**src/rtl/trc_pkg.sv**
```systemverilog
package trc_pkg;

  typedef enum logic [1:0] {
    K_SYNC     = 2'd0,
    K_DIRECT   = 2'd1,
    K_INDIRECT = 2'd2,
    K_CORR     = 2'd3
  } msg_kind_e;

  typedef enum logic [1:0] {
    PH_IDLE,
    PH_HEAD,
    PH_PACK,
    PH_FIELD
  } phase_e;

  localparam logic [5:0] TC_SYNC     = 6'd9;
  localparam logic [5:0] TC_DIRECT   = 6'd3;
  localparam logic [5:0] TC_INDIRECT = 6'd4;
  localparam logic [5:0] TC_CORR     = 6'd33;

  localparam logic [1:0] FR_CONT = 2'b00;
  localparam logic [1:0] FR_EOF  = 2'b01;
  localparam logic [1:0] FR_EOM  = 2'b11;

  localparam int NSLOT         = 3;
  localparam int CHUNK_W       = 6;
  localparam int MAX_MSG_BYTES = 38;

endpackage

```
**src/rtl/trc_desc_map.sv**
```systemverilog
module trc_desc_map
  import trc_pkg::*;
#(
  parameter int CNT_W  = 16,
  parameter int ADDR_W = 64,
  parameter int TS_W   = 64,
  parameter int VW     = 64
) (
  input  logic [1:0]                 kind,
  input  logic [3:0]                 code,
  input  logic [CNT_W-1:0]           count,
  input  logic [ADDR_W-1:0]          addr,
  input  logic [TS_W-1:0]            tstamp,
  output logic [5:0]                 tcode,
  output logic                       pack_en,
  output logic [7:0]                 pack_byte,
  output logic [NSLOT-1:0][VW-1:0]   slot_val,
  output logic [NSLOT-1:0]           slot_en
);

  logic [VW-1:0] cnt_x, addr_x, ts_x;
  logic [VW-1:0] addr_hi, cnt_hi4, cnt_hi2;

  assign cnt_x   = VW'(count);
  assign addr_x  = VW'(addr);
  assign ts_x    = VW'(tstamp);
  assign addr_hi = addr_x >> 2;
  assign cnt_hi4 = cnt_x >> 4;
  assign cnt_hi2 = cnt_x >> 2;

  always_comb begin
    tcode     = TC_SYNC;
    pack_en   = 1'b0;
    pack_byte = '0;
    slot_val  = '0;
    slot_en   = '0;
    case (msg_kind_e'(kind))
      K_SYNC: begin
        tcode       = TC_SYNC;
        pack_en     = 1'b1;
        pack_byte   = {addr[1:0], code[3:0], (addr_hi == '0) ? FR_EOF : FR_CONT};
        slot_val[0] = addr_hi;
        slot_en[0]  = (addr_hi != '0);
        slot_val[1] = ts_x;
        slot_en[1]  = 1'b1;
      end
      K_DIRECT: begin
        tcode       = TC_DIRECT;
        slot_val[0] = cnt_x;
        slot_en[0]  = 1'b1;
        slot_val[1] = ts_x;
        slot_en[1]  = 1'b1;
      end
      K_INDIRECT: begin
        tcode       = TC_INDIRECT;
        pack_en     = 1'b1;
        pack_byte   = {count[3:0], code[1:0], (cnt_hi4 == '0) ? FR_EOF : FR_CONT};
        slot_val[0] = cnt_hi4;
        slot_en[0]  = (cnt_hi4 != '0);
        slot_val[1] = addr_x;
        slot_en[1]  = 1'b1;
        slot_val[2] = ts_x;
        slot_en[2]  = 1'b1;
      end
      default: begin
        tcode       = TC_CORR;
        pack_en     = 1'b1;
        pack_byte   = {count[1:0], code[3:0], (cnt_hi2 == '0) ? FR_EOF : FR_CONT};
        slot_val[0] = cnt_hi2;
        slot_en[0]  = (cnt_hi2 != '0);
        slot_val[1] = ts_x;
        slot_en[1]  = 1'b1;
      end
    endcase
  end

endmodule

```
**src/rtl/trc_chunk_slot.sv**
```systemverilog
module trc_chunk_slot #(
  parameter int VW      = 64,
  parameter int CHUNK_W = 6
) (
  input  logic          clk,
  input  logic          rst,
  input  logic          load,
  input  logic [VW-1:0] load_val,
  input  logic          shift,
  output logic [VW-1:0] value
);

  always_ff @(posedge clk) begin
    if (rst)        value <= '0;
    else if (load)  value <= load_val;
    else if (shift) value <= value >> CHUNK_W;
  end

endmodule

```
**src/rtl/trc_msg_serializer.sv**
```systemverilog
module trc_msg_serializer
  import trc_pkg::*;
#(
  parameter int CNT_W  = 16,
  parameter int ADDR_W = 64,
  parameter int TS_W   = 64
) (
  input  logic              clk,
  input  logic              rst,
  input  logic              in_valid,
  output logic              in_ready,
  input  logic [1:0]        in_kind,
  input  logic [3:0]        in_code,
  input  logic [CNT_W-1:0]  in_count,
  input  logic [ADDR_W-1:0] in_addr,
  input  logic [TS_W-1:0]   in_tstamp,
  output logic              out_valid,
  input  logic              out_ready,
  output logic [7:0]        out_byte
);

  localparam int AT_W = (ADDR_W > TS_W) ? ADDR_W : TS_W;
  localparam int VW   = (AT_W > CNT_W) ? AT_W : CNT_W;
  localparam int SELW = $clog2(NSLOT);

  logic [5:0]               m_tcode;
  logic                     m_pack_en;
  logic [7:0]               m_pack_byte;
  logic [NSLOT-1:0][VW-1:0] m_slot_val;
  logic [NSLOT-1:0]         m_slot_en;

  trc_desc_map #(
    .CNT_W(CNT_W), .ADDR_W(ADDR_W), .TS_W(TS_W), .VW(VW)
  ) u_map (
    .kind(in_kind), .code(in_code), .count(in_count), .addr(in_addr),
    .tstamp(in_tstamp), .tcode(m_tcode), .pack_en(m_pack_en),
    .pack_byte(m_pack_byte), .slot_val(m_slot_val), .slot_en(m_slot_en)
  );

  phase_e            phase;
  logic [SELW-1:0]   sel;
  logic [NSLOT-1:0]  slot_en_q;
  logic              pack_en_q;
  logic [7:0]        pack_byte_q;
  logic [5:0]        tcode_q;

  logic              accept, adv;
  logic [VW-1:0]     cur_val;
  logic              cur_done, cur_last;
  logic [SELW-1:0]   next_sel, first_sel;
  logic [NSLOT-1:0][VW-1:0] slot_q;
  logic [NSLOT-1:0]  slot_shift;

  assign in_ready = (phase == PH_IDLE) && !out_valid;
  assign accept   = in_valid && in_ready;
  assign adv      = !out_valid || out_ready;

  for (genvar g = 0; g < NSLOT; g++) begin : g_slot
    assign slot_shift[g] = adv && (phase == PH_FIELD) &&
                           (sel == SELW'(g)) && !cur_done;
    trc_chunk_slot #(.VW(VW), .CHUNK_W(CHUNK_W)) u_slot (
      .clk(clk), .rst(rst), .load(accept), .load_val(m_slot_val[g]),
      .shift(slot_shift[g]), .value(slot_q[g])
    );
  end

  assign cur_val  = slot_q[sel];
  assign cur_done = (cur_val >> CHUNK_W) == '0;

  always_comb begin
    cur_last  = 1'b1;
    next_sel  = sel;
    first_sel = '0;
    for (int i = NSLOT - 1; i >= 0; i--) begin
      if (slot_en_q[i]) first_sel = SELW'(i);
      if ((i > int'(sel)) && slot_en_q[i]) begin
        cur_last = 1'b0;
        next_sel = SELW'(i);
      end
    end
  end

  always_ff @(posedge clk) begin
    if (rst) begin
      phase       <= PH_IDLE;
      sel         <= '0;
      slot_en_q   <= '0;
      pack_en_q   <= 1'b0;
      pack_byte_q <= '0;
      tcode_q     <= '0;
      out_valid   <= 1'b0;
      out_byte    <= '0;
    end else if (accept) begin
      phase       <= PH_HEAD;
      slot_en_q   <= m_slot_en;
      pack_en_q   <= m_pack_en;
      pack_byte_q <= m_pack_byte;
      tcode_q     <= m_tcode;
    end else if (adv) begin
      case (phase)
        PH_IDLE: out_valid <= 1'b0;
        PH_HEAD: begin
          out_byte  <= {tcode_q, FR_CONT};
          out_valid <= 1'b1;
          sel       <= first_sel;
          phase     <= pack_en_q ? PH_PACK : PH_FIELD;
        end
        PH_PACK: begin
          out_byte  <= pack_byte_q;
          out_valid <= 1'b1;
          phase     <= PH_FIELD;
        end
        default: begin
          out_valid <= 1'b1;
          if (!cur_done) begin
            out_byte <= {cur_val[CHUNK_W-1:0], FR_CONT};
          end else if (cur_last) begin
            out_byte <= {cur_val[CHUNK_W-1:0], FR_EOM};
            phase    <= PH_IDLE;
          end else begin
            out_byte <= {cur_val[CHUNK_W-1:0], FR_EOF};
            sel      <= next_sel;
          end
        end
      endcase
    end
  end

endmodule

```
**config.mk**
```make
export PLATFORM = sky130hd
export DESIGN_NAME = trc_msg_serializer
export DESIGN_NICKNAME = d
export VERILOG_FILES = /design/src/rtl/trc_pkg.sv /design/src/rtl/trc_desc_map.sv /design/src/rtl/trc_chunk_slot.sv /design/src/rtl/trc_msg_serializer.sv
export SDC_FILE = /design/constraint.sdc
export NUM_CORES = 1
export LEC_CHECK = 0
export CAP_MARGIN = 20
export CORE_MARGIN = 1
export CORE_UTILIZATION = 47
export CTS_BUF_LIST = sky130_fd_sc_hd__clkbuf_8
export DETAILED_ROUTE_END_ITERATION = 10
export PLACE_DENSITY = 0.77
export SKIP_LAST_GASP = 1
export SLEW_MARGIN = 40
export SYNTH_ARGS = -nofsm -noshare
export SYNTH_HDL_FRONTEND = slang
export SYNTH_HIERARCHICAL = 1
export SYNTH_SLANG_ARGS = --single-unit
```
**constraint.sdc**
```tcl
create_clock -name clk -period 4.3 [get_ports clk]
set_input_delay 0.86 -clock clk [delete_from_list [all_inputs] [get_ports clk]]
set_output_delay 0.86 -clock clk [all_outputs]
set_load 0.01 [all_outputs]
```
==> results of run 1 <==
==> critical path, delay by kind of cell, from the launching register on <==
kind / cells / cell delay, ns
simple gates: 4 / 1.42
flops: 1 / 0.32
buf+inv: 1 / 0.29
compound gates: 4 / 1.24
==> Yosys cell counts (6+ instances only) <==
cell type	number
a211oi_1	180
mux4_2	7
clkbuf_1	77
or3b_1	19
buf_2	21
a21oi_1	47
buf_4	14
nor2_1	22
nand4_1	10
dfxtp_1	223
a221oi_1	6
a22oi_1	8
nor2b_1	174
nor4_1	55
mux2i_1	182
mux2_2	8
and2_1	113
nand2_1	256
inv_1	14
nand2b_1	7
nand3_1	9
buf_6	25
==> cells by family (layout without fill, tap and decap cells) <==
logic type / after synthesis / after routing
adders and majority gates: 5 / 5
DFF: 223 / 223
other: 2 / 6
buffers and inverters: 153 / 268
AOI/OAI and AO/OA: 268 / 268
and+or+nand+nor: 680 / 680
muxes: 202 / 202
==> final cells by class <==
class | instances | area (um^2) | area share (%)
Sequential cell | 223 | 4464 | 28.70
Inverter | 15 | 60.06 | 0.3861
Tap cell | 372 | 465.4 | 2.993
Clock inverter | 17 | 98.84 | 0.6355
Multi-Input combinational cell | 1160 | 7869 | 50.59
Antenna cell | 1 | 2.502 | 0.01609
Timing Repair Buffer | 185 | 1892 | 12.16
Clock buffer | 51 | 701.9 | 4.513
==> cell usage in the layout (no fill, tap or decap), types with 7 or more instances in the layout <==
master           netlist  final
nand2_1              256    256
dfxtp_1              223    223
mux2i_1              182    182
a211oi_1             180    180
nor2b_1              174    174
clkdlybuf4s50_1        0    162
and2_1               113    113
nor4_1                55     52
clkbuf_8               0     52
a21oi_1               47     47
inv_1                 14     26
nor2_1                22     21
or3b_1                19     19
buf_4                 14     14
nand4_1               10     10
nand3_1                9      9
a22oi_1                8      8
mux2_2                 8      8
nor4_2                 4      7
buf_12                 0      7
mux4_2                 7      7
==> routing by layer <==
metal,vias to the layer above,global-route usage [%]
met5,-,0
met4,0,12.10
met3,86,5.131
met2,532,42.55
met1,5833,40.30
li1,5608,-
==> report_power, final <==
group          internal (W)  switching, W  total [W]
clock               0.00112      0.000899    0.00202
combinational      0.000841       0.00102    0.00186
sequential          0.00242      0.000313    0.00273
total               0.00438       0.00223    0.00661
==> per-stage QoR <==
stage	cells	hold slack, ns	utilization, %	setup slack [ns]	instance area [um^2]
detailed placement	1955	0.4482	54.27	1.057	14750
global placement	1955	0.4412	54.25	0.9983	14740
finish	2024	0.4633	57.23	0.8760	15550
CTS	2023	0.4583	57.21	1.057	15550
global route	2023	0.4825	57.22	0.7883	15550
floorplan	1536	0.4360	-	1.846	13150
==> flip-flops by register name, summed over array words and instances, names as in the netlist <==
| name | cells |
|---|---|
| g_slot.u_slot/value | 192 |
| out_byte | 8 |
| slot_en_q | 3 |
| phase | 2 |
| pack_byte_q | 8 |
| out_valid | 1 |
| tcode_q | 6 |
| pack_en_q | 1 |
| sel | 2 |
==> final timing paths <==
check / cells after the start / from / slack (ns) / to
min reg2reg: 2 / tcode_q[4] / 0.46 / tcode_q[4]
min: 2 / tcode_q[4] / 0.46 / tcode_q[4]
max reg2reg: 9 / g_slot[2].u_slot/value[43] / 0.88 / g_slot[1].u_slot/value[60]
max: 9 / g_slot[2].u_slot/value[43] / 0.88 / g_slot[1].u_slot/value[60]
==> run summary, run 1 <==
outcome -> finished clean
vias in the first global route -> 11560
post-DR vias/cell -> 5.958
crit path max fanout -> 63
Post-Route WL -> 41590 um
gr ovfl total -> 0
CTS-repair resized insts -> 0
Layout Skew -> 0.02359 ns
Iter 0 DRT Violations -> 1343
slew margin rel. -> 47.54%
routability congestion estimate -> 0.8990
Ports -> 164
RSZ-0062 raised after global routing -> no
Fin. Hold Viols -> 0
ys flop type -> dfxtp_1
nets -> 1783
post-synthesis cell area -> 0.01314 mm^2
register area share after synthesis -> 33.98%
Post-Synth Simple-Gate Area -> 27.71%
Starting Density -> 48.35%
Top Layer Used -> met4
Worst Path Arrival -> 3.91 ns
initial antenna violation count -> 0
first-pass GRT wire length -> 64480 um
Antenna Violating Nets Remaining -> 0
Reg clk slew, reported paths -> 0.06 ns
Tightest Pin Transition -> 0.7869 ns
post-synth top area share -> 33.98%
Final Slew Violations -> 0
routed wl met2 -> 18140 um
crit-path cells -> nor4_1 > nand4_1 > o22ai_1 > a41oi_1 > a21oi_1 > nor4_2 > buf_6 > or3b_1 > a21oi_1
clk root buf -> clkbuf_8
min cycle time layout -> 3.424 ns
Yosys top cell by area -> dfxtp_1
Core Area -> 0.02718 mm^2
GRT Total Usage -> 28.53%
WP data required -> 4.79 ns
routed vias -> 12060
DRT Pass-1 Iters -> 5
met3 routed wirelength -> 3848 um
critical path class -> flip-flop to flip-flop
leading post-synthesis cells by cell area -> dfxtp_1 34%, mux2i_1 14%, a211oi_1 10%
Warnings, synthesis -> 6
Post-synth EDFFs -> 0
H-Tree Depth -> 2
post-synthesis xor/xnor area fraction -> 0%
Routed met1 length -> 18190 um
ys async rst share -> 0%
# Post-CTS Setup Buffers -> 0
Clock Latency Late Sink -> 0.56 ns
Netlist cell types -> 53
critical path startpoint category -> flip-flop
largest net degree at the start of global routing -> 111
MaxCap Viol Count -> 0
final worst path period share -> 79.63%
Hold-fix buffers, CTS -> 0
largest family of logic cells by synthesized area -> simple AND/OR/NAND/NOR gates
max incr delay on CP -> 0.61 ns
synthesized flop and latch total -> 223
fraction of synthesized area in multiplexers -> 16.75%
clock tree from TritonCTS -> built
die area -> 0.02863 mm^2
share of cells above drive strength 1 -> 6.723%
Synth Instances -> 1533
Area Overhead vs Synth -> 18.38%
LEAKAGE -> 5.457 nW
Total Power -> 0.006609 W
Core Rows -> 60
CTS Buf Count -> 39
I/O Buffers -> 163
Setup crit end kind -> flip-flop
compound-cell area share of the yosys netlist -> 14.63%
Peak Freq -> 0.2921 GHz
Final Setup Violations -> 0
mean post-synth cell area -> 8.571 um^2
detailed placement HPWL -> 29020 um
Post-Synth Adder-Cell Area -> 0.4761%
worst vdd ir -> 0.0002053 V
filler cell count -> 2424
Routed wire per std cell -> 20.55 um
Pwr per Cell Area -> 424.9 mW/mm^2
DIE HEIGHT -> 169.2 um
Worst Hold Class -> flip-flop to flip-flop
clock buffer depth -> 3
CTS sink count -> 223
TNS Setup -> 0 ns
cell mode on critical path -> a21oi_1
Max stage delay cell, worst path -> nor4_1
DRC violations left -> 0
die extent in x -> 169.2 um
Power figures use the tool's default switching activity.
==> inputs of run 2 (changes only) <==
Settings changed: PLACE_DENSITY 0.77 to 0.8.
Clock period 4.3 ns to 2.99 ns, I/O delays scaled along.
==> run 2 against run 1 <==
Via count is 1.9% higher. First-iteration DRC count increased by 6.0%. Register-to-register slack got worse by 0.75 ns. Maximum frequency is 19% higher. Sequential share of layout area decreased by 0.42 points. Combinational power is 48% higher. Routed wire length grew 1.6%. Clock-buffer cell count decreased by 3. Largest cell class unchanged.
==> run summary, run 2 (synthesis gave the netlist of run 1 again) <==
detailed placement HPWL -> 29950 um (+3.2%)
max FFs per register -> 192 (unchanged)
Fin. Hold Viols -> 0 (unchanged)
routability congestion estimate -> 0.9605 (+6.8%)
sw frac -> 33.84% (+0.12 points)
Top Layer Used -> met5
MaxCap Viol Count -> 0 (unchanged)
# Post-CTS Setup Buffers -> 0 (unchanged)
I/O Buffers -> 163 (unchanged)
die area -> 0.02863 mm^2 (unchanged)
max incr delay on CP -> 0.44 ns (-0.17 ns)
Worst Path Buf+Inv -> 2 (+1)
FF-to-FF setup slack -> 0.12 ns (-0.75 ns)
dpl ws -> 0.06784 ns (-0.9893 ns)
Antenna Cells -> 0 (-1)
FF-to-FF path depth -> 10 (+1)
Clock Latency Late Sink -> 0.55 ns (about the same)
LEAKAGE -> 5.548 nW (+1.7%)
vias in the first global route -> 11970 (+3.6%)
Ports -> 164 (unchanged)
Reg clk slew, reported paths -> 0.07 ns (about the same)
biggest regs -> g_slot.u_slot/value: 192 flops, out_byte: 8 flops, pack_byte_q: 8 flops
gr ovfl total -> 0 (unchanged)
DRT Pass-1 Iters -> 5 (unchanged)
most frequent cells in the layout -> 256 x nand2_1, 223 x dfxtp_1, 182 x mux2i_1
Finished Core Util -> 58.08% (+0.85 points)
H-Tree Depth -> 2 (unchanged)
crit path max fanout -> 42 (-33%)
Iter 0 DRT Violations -> 1423 (+6.0%)
critical path startpoint category -> flip-flop
delay-heaviest family, CP -> simple AND/OR/NAND/NOR gates
Peak Freq -> 0.3488 GHz (+19%)
DRC violations left -> 0 (unchanged)
GRT Total Usage -> 29.15% (+0.62 points)
routed vias -> 12280 (+1.9%)
TNS Setup -> 0 ns (unchanged)
outcome -> finished clean
Final Slew Violations -> 0 (unchanged)
worst r2r src -> g_slot[0].u_slot/value[15]
Final Setup Violations -> 0 (unchanged)
Largest Register -> g_slot.u_slot/value
Layout Skew -> 0.03202 ns (+0.008429 ns)
Hold Crit Depth -> 2 (unchanged)
clock buffer depth -> 3 (unchanged)
WHS -> 0.4146 ns (-0.04869 ns)
die extent in x -> 169.2 um (unchanged)
Final Cell Area -> 0.01579 mm^2 (+1.5%)
clock tree from TritonCTS -> built
CTS sink count -> 223 (unchanged)
clock power share -> 30.1% (-0.4 points)
placed cell area -> 0.01494 mm^2 (+1.3%)
Max stage delay cell, worst path -> nor4_1
Hold-fix buffers, CTS -> 0 (unchanged)
crit-path cells -> nor4_1 > nand3_1 > a222oi_1 > o211ai_1 > a21oi_2 > buf_4 > nor4_2 > buf_12 > or3b_1 > a21oi_1
worst hold endpoint -> tcode_q[3]
P_int -> 0.006351 W (+45%)
largest net degree at the start of global routing -> 104 (-6.3%)
Tightest Pin Transition -> 0.7444 ns (-0.04258 ns)
commonest non-fill, non-tap cell in the layout -> nand2_1
Worst Hold Class -> input pin to flip-flop
CTS Buf Count -> 39 (unchanged)
WP data required -> 3.44 ns (-1.35 ns)
Starting Density -> 48.35% (unchanged)
worst vdd ir -> 0.0002404 V (+17%)
first-pass GRT wire length -> 66070 um (+2.5%)
Worst Path Arrival -> 3.31 ns (-0.60 ns)
RSZ-0062 raised after global routing -> yes
critical path class -> flip-flop to flip-flop
share of cells above drive strength 1 -> 8.523% (+1.8 points)
worst r2r dst -> g_slot[0].u_slot/value[58]
nets -> 1802 (+1.1%)
Antenna Violating Nets Remaining -> 0 (unchanged)
flip-flop and latch area -> 0.004464 mm^2 (unchanged)
Routed met1 length -> 17960 um (-1.3%)
Area Overhead vs Synth -> 20.14%
routed wl met2 -> 18720 um (+3.2%)
sequential share of power -> 41.2% (-0.2 points)
DIE HEIGHT -> 169.2 um (unchanged)
switching pwr -> 0.003249 W (+46%)
setup ws final -> 0.1234 ns (-0.7526 ns)
Post-Route WL -> 42270 um (+1.6%)
Gate power share -> 28.7% (+0.6 points)
initial antenna violation count -> 1 (+1)
Core Rows -> 60 (unchanged)
filler cell count -> 2395 (-1.2%)
Hold Crit Start -> rst
met3 routed wirelength -> 4170 um (+8.4%)
slew margin rel. -> 50.38% (+2.8 points)
clk root buf -> clkbuf_8
Setup crit end kind -> flip-flop
min cycle time layout -> 2.867 ns (-0.5574 ns)
Pwr per Cell Area -> 608.2 mW/mm^2 (+43%)
Core Area -> 0.02718 mm^2 (unchanged)
post-DR vias/cell -> 6.027 (+1.2%)
Routed wire per std cell -> 20.74 um (+0.94%)
final worst path period share -> 95.87% (+16 points)
area of the multi-input gates -> 0.007919 mm^2 (+0.64%)
run 2: cell types whose count changed in the layout (fill, tap and decap cells not counted), sizes merged:
cell	change
buf	+20
inv	-10
clkinv	+8
clkbuf	-4
bufinv	+1
diode	-1
run 2: worst max-delay path by stage:
stage                          startpoint                    endpoint  slack (ns)  depth (start not counted)
2_1_floorplan                    phase[0]  g_slot[0].u_slot/value[38]        0.54                         13
3_3_place_gp    g_slot[0].u_slot/value[7]  g_slot[0].u_slot/value[58]        0.06                         10
3_5_place_dp    g_slot[0].u_slot/value[7]  g_slot[0].u_slot/value[58]        0.07                         10
4_1_cts         g_slot[0].u_slot/value[6]  g_slot[0].u_slot/value[63]        0.03                         10
5_1_grt        g_slot[0].u_slot/value[30]  g_slot[0].u_slot/value[63]       -0.03                         10
6_report       g_slot[0].u_slot/value[15]  g_slot[0].u_slot/value[58]        0.12                         10
run 2: area by class of cell:
cell class              count  area share, %
flip-flops and latches    223          28.28
well taps                 372          2.949
clock inverters            16         0.8006
multi-input cells        1160          50.17
clock buffers              48          4.185
inverters                  15         0.3805
repair buffers            204          13.24
run 2: power by group through the flow:
stage                     sequential (W)  combinational, W  clock [W]
after floorplan                  0.00381           0.00184          0
after global placement           0.00397           0.00260          0
after detailed placement         0.00397           0.00266          0
after CTS                        0.00392           0.00268    0.00292
after global routing             0.00400           0.00298    0.00305
final                            0.00395           0.00276    0.00289
run 2: worst reg2reg max path, stage by stage (launching register included):
cell and delay (ns):
dfxtp_1 0.33, nor4_1 0.44, nand3_1 0.20, a222oi_1 0.37, o211ai_1 0.23, a21oi_2 0.21
buf_4 0.15, nor4_2 0.07, buf_12 0.20, or3b_1 0.40, a21oi_1 0.16
run 2: through the flow:
step / power [W] / std cells
2_1_floorplan: 0.005654 / 1536
3_3_place_gp: 0.006565 / 1974
3_5_place_dp: 0.006629 / 1974
4_1_cts: 0.009522 / 2038
5_1_grt: 0.01003 / 2038
6_report: 0.009600 / 2038
run 2: layer usage:
layer	vias up	track usage (%)
met5	-	0
met4	2	11.12
met3	97	5.224
met2	639	44.77
met1	5908	40.58
li1	5637	-
run 2: repair_timing:
action,4_1_cts,5_1_grt
pin swaps,0,2
setup endpoints to repair,1,127
hold endpoints to repair,0,0
resized for setup,1,10
